$ cat config.mk
export PLATFORM = sky130hd
export DESIGN_NAME = hdx_backpressure_jam
export DESIGN_NICKNAME = d
export VERILOG_FILES = /design/src/rtl/hdx_bp_pkg.sv /design/src/rtl/bp_bit_timer.sv /design/src/rtl/bp_seq_fsm.sv /design/src/rtl/hdx_backpressure_jam.sv
export SDC_FILE = /design/constraint.sdc
export NUM_CORES = 1
export LEC_CHECK = 0
export ABC_CLOCK_PERIOD_IN_PS = 4500
export BUFFER_PORTS_ARGS = -buffer_cell sky130_fd_sc_hd__buf_2
export CORE_AREA = 3 3 41 43
export CTS_CLUSTER_SIZE = 25
export DETAILED_ROUTE_END_ITERATION = 10
export DIE_AREA = 0 0 44 46
export GPL_ROUTABILITY_DRIVEN = 1
export PLACE_DENSITY = 0.74
export SYNTH_ARGS = -nofsm -noshare
export SYNTH_HDL_FRONTEND = slang
export SYNTH_SLANG_ARGS = --single-unit
$ cat constraint.sdc
create_clock -name clk -period 4.5 [get_ports clk]
set_input_delay 0.225 -clock clk [delete_from_list [all_inputs] [get_ports clk]]
set_output_delay 0.225 -clock clk [all_outputs]
set_load 0.03 [all_outputs]
$ cat src/rtl/hdx_bp_pkg.sv
package hdx_bp_pkg;

    localparam int BP_TW = 7;

    typedef enum logic [2:0] {
        BP_IDLE    = 3'd0,
        BP_DEFER   = 3'd1,
        BP_JAM     = 3'd2,
        BP_GAP     = 3'd3,
        BP_COLJAM  = 3'd4,
        BP_RECOVER = 3'd5
    } bp_state_e;

    typedef struct packed {
        logic       collision_style;
        logic [1:0] gap_code;
        logic       short_ipg;
    } bp_cfg_t;

    function automatic logic [BP_TW-1:0] bp_gap_ticks(input logic [1:0] code);
        case (code)
            2'd0:    return BP_TW'(48);
            2'd1:    return BP_TW'(56);
            2'd2:    return BP_TW'(65);
            default: return BP_TW'(72);
        endcase
    endfunction

    function automatic logic [BP_TW-1:0] bp_ipg_ticks(input logic short_sel);
        return short_sel ? BP_TW'(64) : BP_TW'(96);
    endfunction

endpackage

$ cat src/rtl/bp_bit_timer.sv
module bp_bit_timer
    import hdx_bp_pkg::*;
(
    input  logic             clk,
    input  logic             rst,
    input  logic             clear,
    input  logic             advance,
    input  logic [BP_TW-1:0] limit,
    output logic             done
);

    logic [BP_TW-1:0] count;

    // done marks the tick that completes the programmed interval
    assign done = advance && (count == (limit - 1'b1));

    always_ff @(posedge clk) begin
        if (rst) begin
            count <= '0;
        end else if (clear) begin
            count <= '0;
        end else if (advance) begin
            count <= count + 1'b1;
        end
    end

endmodule

$ cat src/rtl/bp_seq_fsm.sv
module bp_seq_fsm
    import hdx_bp_pkg::*;
#(
    parameter int JAM_BITS = 32
) (
    input  logic             clk,
    input  logic             rst,
    input  logic             bit_tick,
    input  logic             buf_full,
    input  logic             crs,
    input  logic             rx_active,
    input  bp_cfg_t          cfg,
    input  logic             t_done,
    output logic             t_clear,
    output logic             t_advance,
    output logic [BP_TW-1:0] t_limit,
    output bp_state_e        state
);

    localparam logic [BP_TW-1:0] JAM_LIMIT = BP_TW'(JAM_BITS);

    bp_state_e nxt;
    logic      hold_clear;

    always_comb begin
        nxt        = state;
        t_advance  = 1'b0;
        t_limit    = bp_ipg_ticks(cfg.short_ipg);
        hold_clear = 1'b0;
        case (state)
            BP_IDLE: begin
                if (buf_full) begin
                    if (cfg.collision_style) begin
                        if (rx_active) nxt = BP_COLJAM;
                    end else begin
                        nxt = BP_DEFER;
                    end
                end
            end
            BP_DEFER: begin
                // only an unbroken idle line counts toward the gap
                t_advance  = bit_tick && !crs;
                hold_clear = crs;
                if (!buf_full)   nxt = BP_IDLE;
                else if (t_done) nxt = BP_JAM;
            end
            BP_JAM: begin
                t_limit   = JAM_LIMIT;
                t_advance = bit_tick;
                if (t_done) nxt = BP_GAP;
            end
            BP_GAP: begin
                t_limit   = bp_gap_ticks(cfg.gap_code);
                t_advance = bit_tick;
                if (t_done) nxt = buf_full ? BP_JAM : BP_IDLE;
            end
            BP_COLJAM: begin
                if (!crs) nxt = BP_RECOVER;
            end
            BP_RECOVER: begin
                t_advance = bit_tick;
                if (t_done) nxt = BP_IDLE;
            end
            default: nxt = BP_IDLE;
        endcase
        t_clear = hold_clear || (nxt != state);
    end

    always_ff @(posedge clk) begin
        if (rst) state <= BP_IDLE;
        else     state <= nxt;
    end

endmodule

$ cat src/rtl/hdx_backpressure_jam.sv
module hdx_backpressure_jam
    import hdx_bp_pkg::*;
#(
    parameter int JAM_BITS = 32
) (
    input  logic       clk,
    input  logic       rst,
    input  logic       bit_tick,
    input  logic       buf_full,
    input  logic       crs,
    input  logic       rx_active,
    input  logic       bp_mode,
    input  logic [1:0] bp_gap_sel,
    input  logic       ipg_short,
    output logic       jam_en
);

    bp_cfg_t          cfg;
    bp_state_e        seq_state;
    logic             t_clear;
    logic             t_advance;
    logic             t_done;
    logic [BP_TW-1:0] t_limit;

    assign cfg.collision_style = bp_mode;
    assign cfg.gap_code        = bp_gap_sel;
    assign cfg.short_ipg       = ipg_short;

    bp_seq_fsm #(.JAM_BITS(JAM_BITS)) u_seq (
        .clk       (clk),
        .rst       (rst),
        .bit_tick  (bit_tick),
        .buf_full  (buf_full),
        .crs       (crs),
        .rx_active (rx_active),
        .cfg       (cfg),
        .t_done    (t_done),
        .t_clear   (t_clear),
        .t_advance (t_advance),
        .t_limit   (t_limit),
        .state     (seq_state)
    );

    bp_bit_timer u_timer (
        .clk     (clk),
        .rst     (rst),
        .clear   (t_clear),
        .advance (t_advance),
        .limit   (t_limit),
        .done    (t_done)
    );

    assign jam_en = (seq_state == BP_JAM) || (seq_state == BP_COLJAM);

endmodule

Word-level counts from Yosys, hierarchy flattened
Cells that the tools add are included.
- bits in registers: 10
- input port bits: 10
- output and inout bits: 1
- logic and storage cells: 38
- add/sub/neg operators: 2
- equality and inequality tests: 9
- multiplexer cells: 16
- reductions and logical operators: 9
- operators by type and width (operator ; count):
    3-bit 2-to-1 mux ; 9
    7-bit one-hot mux with 3 select lines ; 1
    3-bit one-hot mux with 6 select lines ; 1
    7-bit one-hot mux with 2 select lines ; 1
    7-bit by 1-bit adder with 7-bit output (second input constant) ; 1
    7-bit == test ; 1
    7-bit by 1-bit subtractor with 7-bit output (second input constant) ; 1
    3-bit by 2-bit == test with 1-bit output (second input constant) ; 2
    3-bit == test (second input constant) ; 2
    6-bit 2-to-1 mux ; 1
    3-bit by 1-bit == test with 1-bit output (second input constant) ; 1
    3-bit logical NOT ; 1
    3-bit inequality test ; 1
    3-bit OR reduction ; 1
    2-bit by 1-bit == test with 1-bit output (second input constant) ; 1
    2-bit == test (second input constant) ; 1
    1-bit logical AND ; 2
    2-bit logical NOT ; 1
    1-bit logical OR ; 2
    2-bit 2-to-1 mux ; 1
    1-bit one-hot mux with 2 select lines ; 1
    2-bit OR reduction ; 1
    1-bit logical NOT ; 1
    1-bit 2-to-1 mux ; 1

Logic depth before layout (Yosys ltp)
- depth after elaboration: 12
- gate-level depth with buffers: 10
- depth with buffers taken out: 9

Modules after synthesis
From an unflattened synthesis, not the netlist that was laid out.
- cell total of the unflattened synthesis: 107
- area, all modules: 874.6 µm²
- modules (own cells, without submodules) (module ; times used ; cells an instance ; area an instance (µm²) ; sequential area each (µm²)):
    bp_bit_timer ; 1 ; 61 ; 530.5 ; 140.1
    bp_seq_fsm ; 1 ; 44 ; 331.6 ; 60.1
    hdx_backpressure_jam ; 1 ; 2 ; 12.5 ; 0.0

Worst setup path after synthesis
No wires, ideal clock.
- path type: flip-flop to flip-flop
- start point: register u_seq.state[2]
- end point: register u_seq.state[0]
- library setup time: 0.122 ns
- arrival: 2.195 ns
- required time: 4.378 ns
- slack: 2.183 ns
- stages on the path, launching flop included: 10
- path buffers: 1
- clock period less this slack: 2.317 ns
- cells stage by stage: dfxtp_1 buf_6 nand2b_4 or3_4 ha_1 xnor2_1 xnor2_1 nor4_4 nand4_4 a221o_1
- cells in the longest elaborated chain, start to end: 8
- elaborated cells on any way between the ends: 18
- classes of those cells: add/sub: 1; eq/ne: 6; mux: 8; reduce/logical: 3
- ends and longest elaborated chain (element ; RTL line ; RTL):
    from (decl) ; bp_seq_fsm.sv:17 ; output bp_state_e state
    from (signal assigned) ; bp_seq_fsm.sv:71 ; else state <= nxt;
    3-bit by 2-bit == test with 1-bit output ; bp_seq_fsm.sv:30 ; case (state)
    7-bit one-hot mux with 2 select lines ; bp_seq_fsm.sv:30 ;
    7-bit by 1-bit subtractor with 7-bit output ; bp_bit_timer.sv:15 ; assign done = advance && (count == (limit - 1'b1));
    7-bit == test ; bp_bit_timer.sv:15 ;
    1-bit logical AND ; bp_bit_timer.sv:15 ;
    3-bit 2-to-1 mux ; bp_seq_fsm.sv:45 ; else if (t_done) nxt = BP_JAM;
    3-bit 2-to-1 mux ; bp_seq_fsm.sv:44 ; if (!buf_full) nxt = BP_IDLE;
    3-bit one-hot mux with 6 select lines * ; bp_seq_fsm.sv:30 ;
Mark *: on every way between the ends. The rest lies on a longest branch, timed or not.
A chain may end at the register's enable or synchronous reset.

Final worst setup path
- start point: register u_seq.state[1]
- end point: register u_timer.count[6]
- cells in the longest elaborated chain, start to end: 11
- elaborated cells on any way between the ends: 26
- classes of those cells: add/sub: 1; eq/ne: 7; mux: 13; reduce/logical: 5
- ends and longest elaborated chain (element ; RTL line ; RTL):
    3-bit by 2-bit == test with 1-bit output ; bp_seq_fsm.sv:30 ;
    7-bit one-hot mux with 2 select lines ; bp_seq_fsm.sv:30 ;
    7-bit by 1-bit subtractor with 7-bit output ; bp_bit_timer.sv:15 ;
    7-bit == test ; bp_bit_timer.sv:15 ;
    1-bit logical AND ; bp_bit_timer.sv:15 ;
    3-bit 2-to-1 mux ; bp_seq_fsm.sv:45 ;
    3-bit 2-to-1 mux ; bp_seq_fsm.sv:44 ;
    3-bit one-hot mux with 6 select lines ; bp_seq_fsm.sv:30 ;
    3-bit inequality test ; bp_seq_fsm.sv:66 ; t_clear = hold_clear || (nxt != state);
    1-bit logical OR ; bp_seq_fsm.sv:66 ;
    2-bit OR reduction (no line) ; -- ;
    to (signal assigned) ; bp_bit_timer.sv:23 ; count <= count + 1'b1;
    to (decl) ; bp_bit_timer.sv:12 ; logic [BP_TW-1:0] count;
Parallel ways exist; a longest one is shown, timed or not.

==> out/metrics.cfg <==
[synthesis]
ys.flop_type=dfxtp_1
synth_fp_nets=96
synth_area_leaders=dfxtp_1, xnor2_1, xor2_1, nor2_1, a21oi_1
yosysWarnings=0
post-synth-top-area-cell=dfxtp_1
postSynthCellCount=84
synthDominantCellAreaShare=0.271
synth-edff-count=0
syn_area_per_cell_um2=8.80
yosysMostFrequentCell=dfxtp_1
synth_seq_area_share=0.271
synth_seq_cells=10
synth.top_cells.by_count=dfxtp_1, nor2_1, nand2_1
synth_area_um2=739
async_reset_ff_frac=0
ys_types=33

[global_routing]
globalRouteMet2Util=0.282
globalRouteOverflowTotal=0
grt.met1_usage=0.214
grt_busiest_layer=met2
grt_max_degree=13
grt_first_pass_wirelength_um=2550
use_met3=0.0277
grt_pass1_vias=599
grt_usage=0.177
grt_antenna_before_repair=0

[finish]
fill_cells=117
final_core_util=0.614
final-instance-count-excl-fill=110
area.growth.synth_to_final_pct=10.7
nets=108
drive_gt1_frac=0.232
antenna_cells=0

[clock_network]
root_buffer=clkbuf_4
cts_buffer_depth=2
cts_tree=built
htreeDepth=1
cts_buffers=3
postCtsSetupBuffers=0
insertion_delay_ps=280
ctsResizeCount=0
cts_hold_buffers=0
clk_pin_slew_ps=70
clock-sinks=10

[timing]
rsz0062_at_grt=no
fin_tns_setup_ps=0
final_hold_viol_count=0
worstMarginPinSlew_ps=466
slew-limit-headroom=0.689
skew_ps=6.30
finalSetupViolations=0
final_max_slew_viol_count=0
fmax_mhz=391
min_period_ps=2560
fin_crit_sh=0.568
postLayoutSetupSlackWorst_ps=1940

[power]
peakVddDrop_uv=203
leakagePower_nw=0.333
power_mw=0.220
power_density_nw_per_um2=269

[hold_path]
whs_endpoint=u_seq.state[2]
min_path_cells=2
hold_path.class=input port to flop
hold_start=rst

[critical_path]
critPathMaxFanout=11
regToRegEndpoint=u_timer.count[6]
critPathCaptureType=flop
rr_startpoint=u_seq.state[1]
cp-start-kind=flop
crit_required_ps=4660
rr_worst_depth=9
r2r_slack_ps=1940
cp_data_arrival_time_ps=2710
worstSetupPathType=flop to flop

[floorplan]
initial_core_util=0.554
core_region_area_um2=1330
chipWidth_um=44
row_count=13
die_y_um=46
dieArea_um2=2020
io_pins=11

[routing]
drt_first_pass_iters=5
wl_per_cell_um=13.9
drtIter0Drc=25
ant_nets=0
via_count=653
avgViaCountPerCell=5.94
drc=0
drt_wl_total_um=1530

[placement]
dp_hpwl_um=1190
place_ws_ps=1950
gp_routability_congestion=0.884
dp.cells=106
io_buffers=10

[job]
max_cap_violations=0

[status]
outcome=finished, final reports clean

-- layout make-up --
class                      count  area, um2  share of cell area
clock buffer                   4       36.3              0.0443
inverter                       3       11.3              0.0138
sequential                    10        200               0.245
multi-input combinational     68        502               0.613
tap                           15       18.8              0.0229
timing repair buffer          10       50.0              0.0612
-- kinds of logic (layout without fill, tap and decap cells) --
kind of cell,after synthesis,in the layout,synth area share
xor gates and xnor gates,9,9,0.107
muxes,2,2,0.0338
buffers and inverters,6,17,0.0508
DFF,10,10,0.271
and+or+nand+nor,36,36,0.311
AOI/OAI and AO/OA,19,19,0.193
adders and majority gates,2,2,0.0338
-- per-stage QoR --
step	hold WS [ps]	instance area, um2
5_1_grt	193	818
4_1_cts	189	818
6_report	200	818
2_1_floorplan	302	739
3_5_place_dp	485	782
3_3_place_gp	497	782
-- cells in the final DEF (no fill, tap or decap), types with 3 or more instances in the layout --
master,instances
a21oi_1,6
buf_2,10
clkbuf_4,3
dfxtp_1,10
inv_1,3
nand2_1,7
nand4_1,3
nor2_1,9
nor3_1,4
o21ai_0,3
xnor2_1,5
xor2_1,4
-- worst max-delay path by stage --
stage          depth (start not counted)           start                to  slack, ps
2_1_floorplan                          9  u_seq.state[2]    u_seq.state[0]       2180
3_3_place_gp                           8  u_seq.state[1]    u_seq.state[0]       2030
3_5_place_dp                           9  u_seq.state[1]  u_timer.count[6]       1950
4_1_cts                                9  u_seq.state[1]  u_timer.count[6]       1930
5_1_grt                                9  u_seq.state[1]  u_timer.count[6]       1770
6_report                               9  u_seq.state[1]  u_timer.count[6]       1940
-- report_power, final --
| group | internal (mW) | leakage (nW) | switching [mW] | total [mW] |
|---|---|---|---|---|
| clock network | 0.0492 | 0.0210 | 0.0353 | 0.0846 |
| registers | 0.0912 | 0.0810 | 0.00689 | 0.0981 |
| logic | 0.0153 | 0.231 | 0.0221 | 0.0373 |
| total | 0.156 | 0.333 | 0.0643 | 0.220 |
-- layer usage --
layer	part of all wire	wire length (um)	vias to the layer above
met4	0.029	45	0
met2	0.46	706	25
li1	-	-	327
met1	0.46	703	296
met3	0.051	79	5
met5	0	0	-
-- state kept, by name, summed over array words and instances (netlist names) --
signal and flops:
u_seq.state 3, u_timer.count 7
-- worst max-delay path: stages, from the launching register on --
cell,delay (ps)
dfxtp_1,570
nand2b_4,120
or3_4,390
ha_1,220
xnor2_1,190
xnor2_1,120
nor4_4,260
nand4_4,190
a31oi_4,270
nor2_1,90
Power figures use the tool's default switching activity.
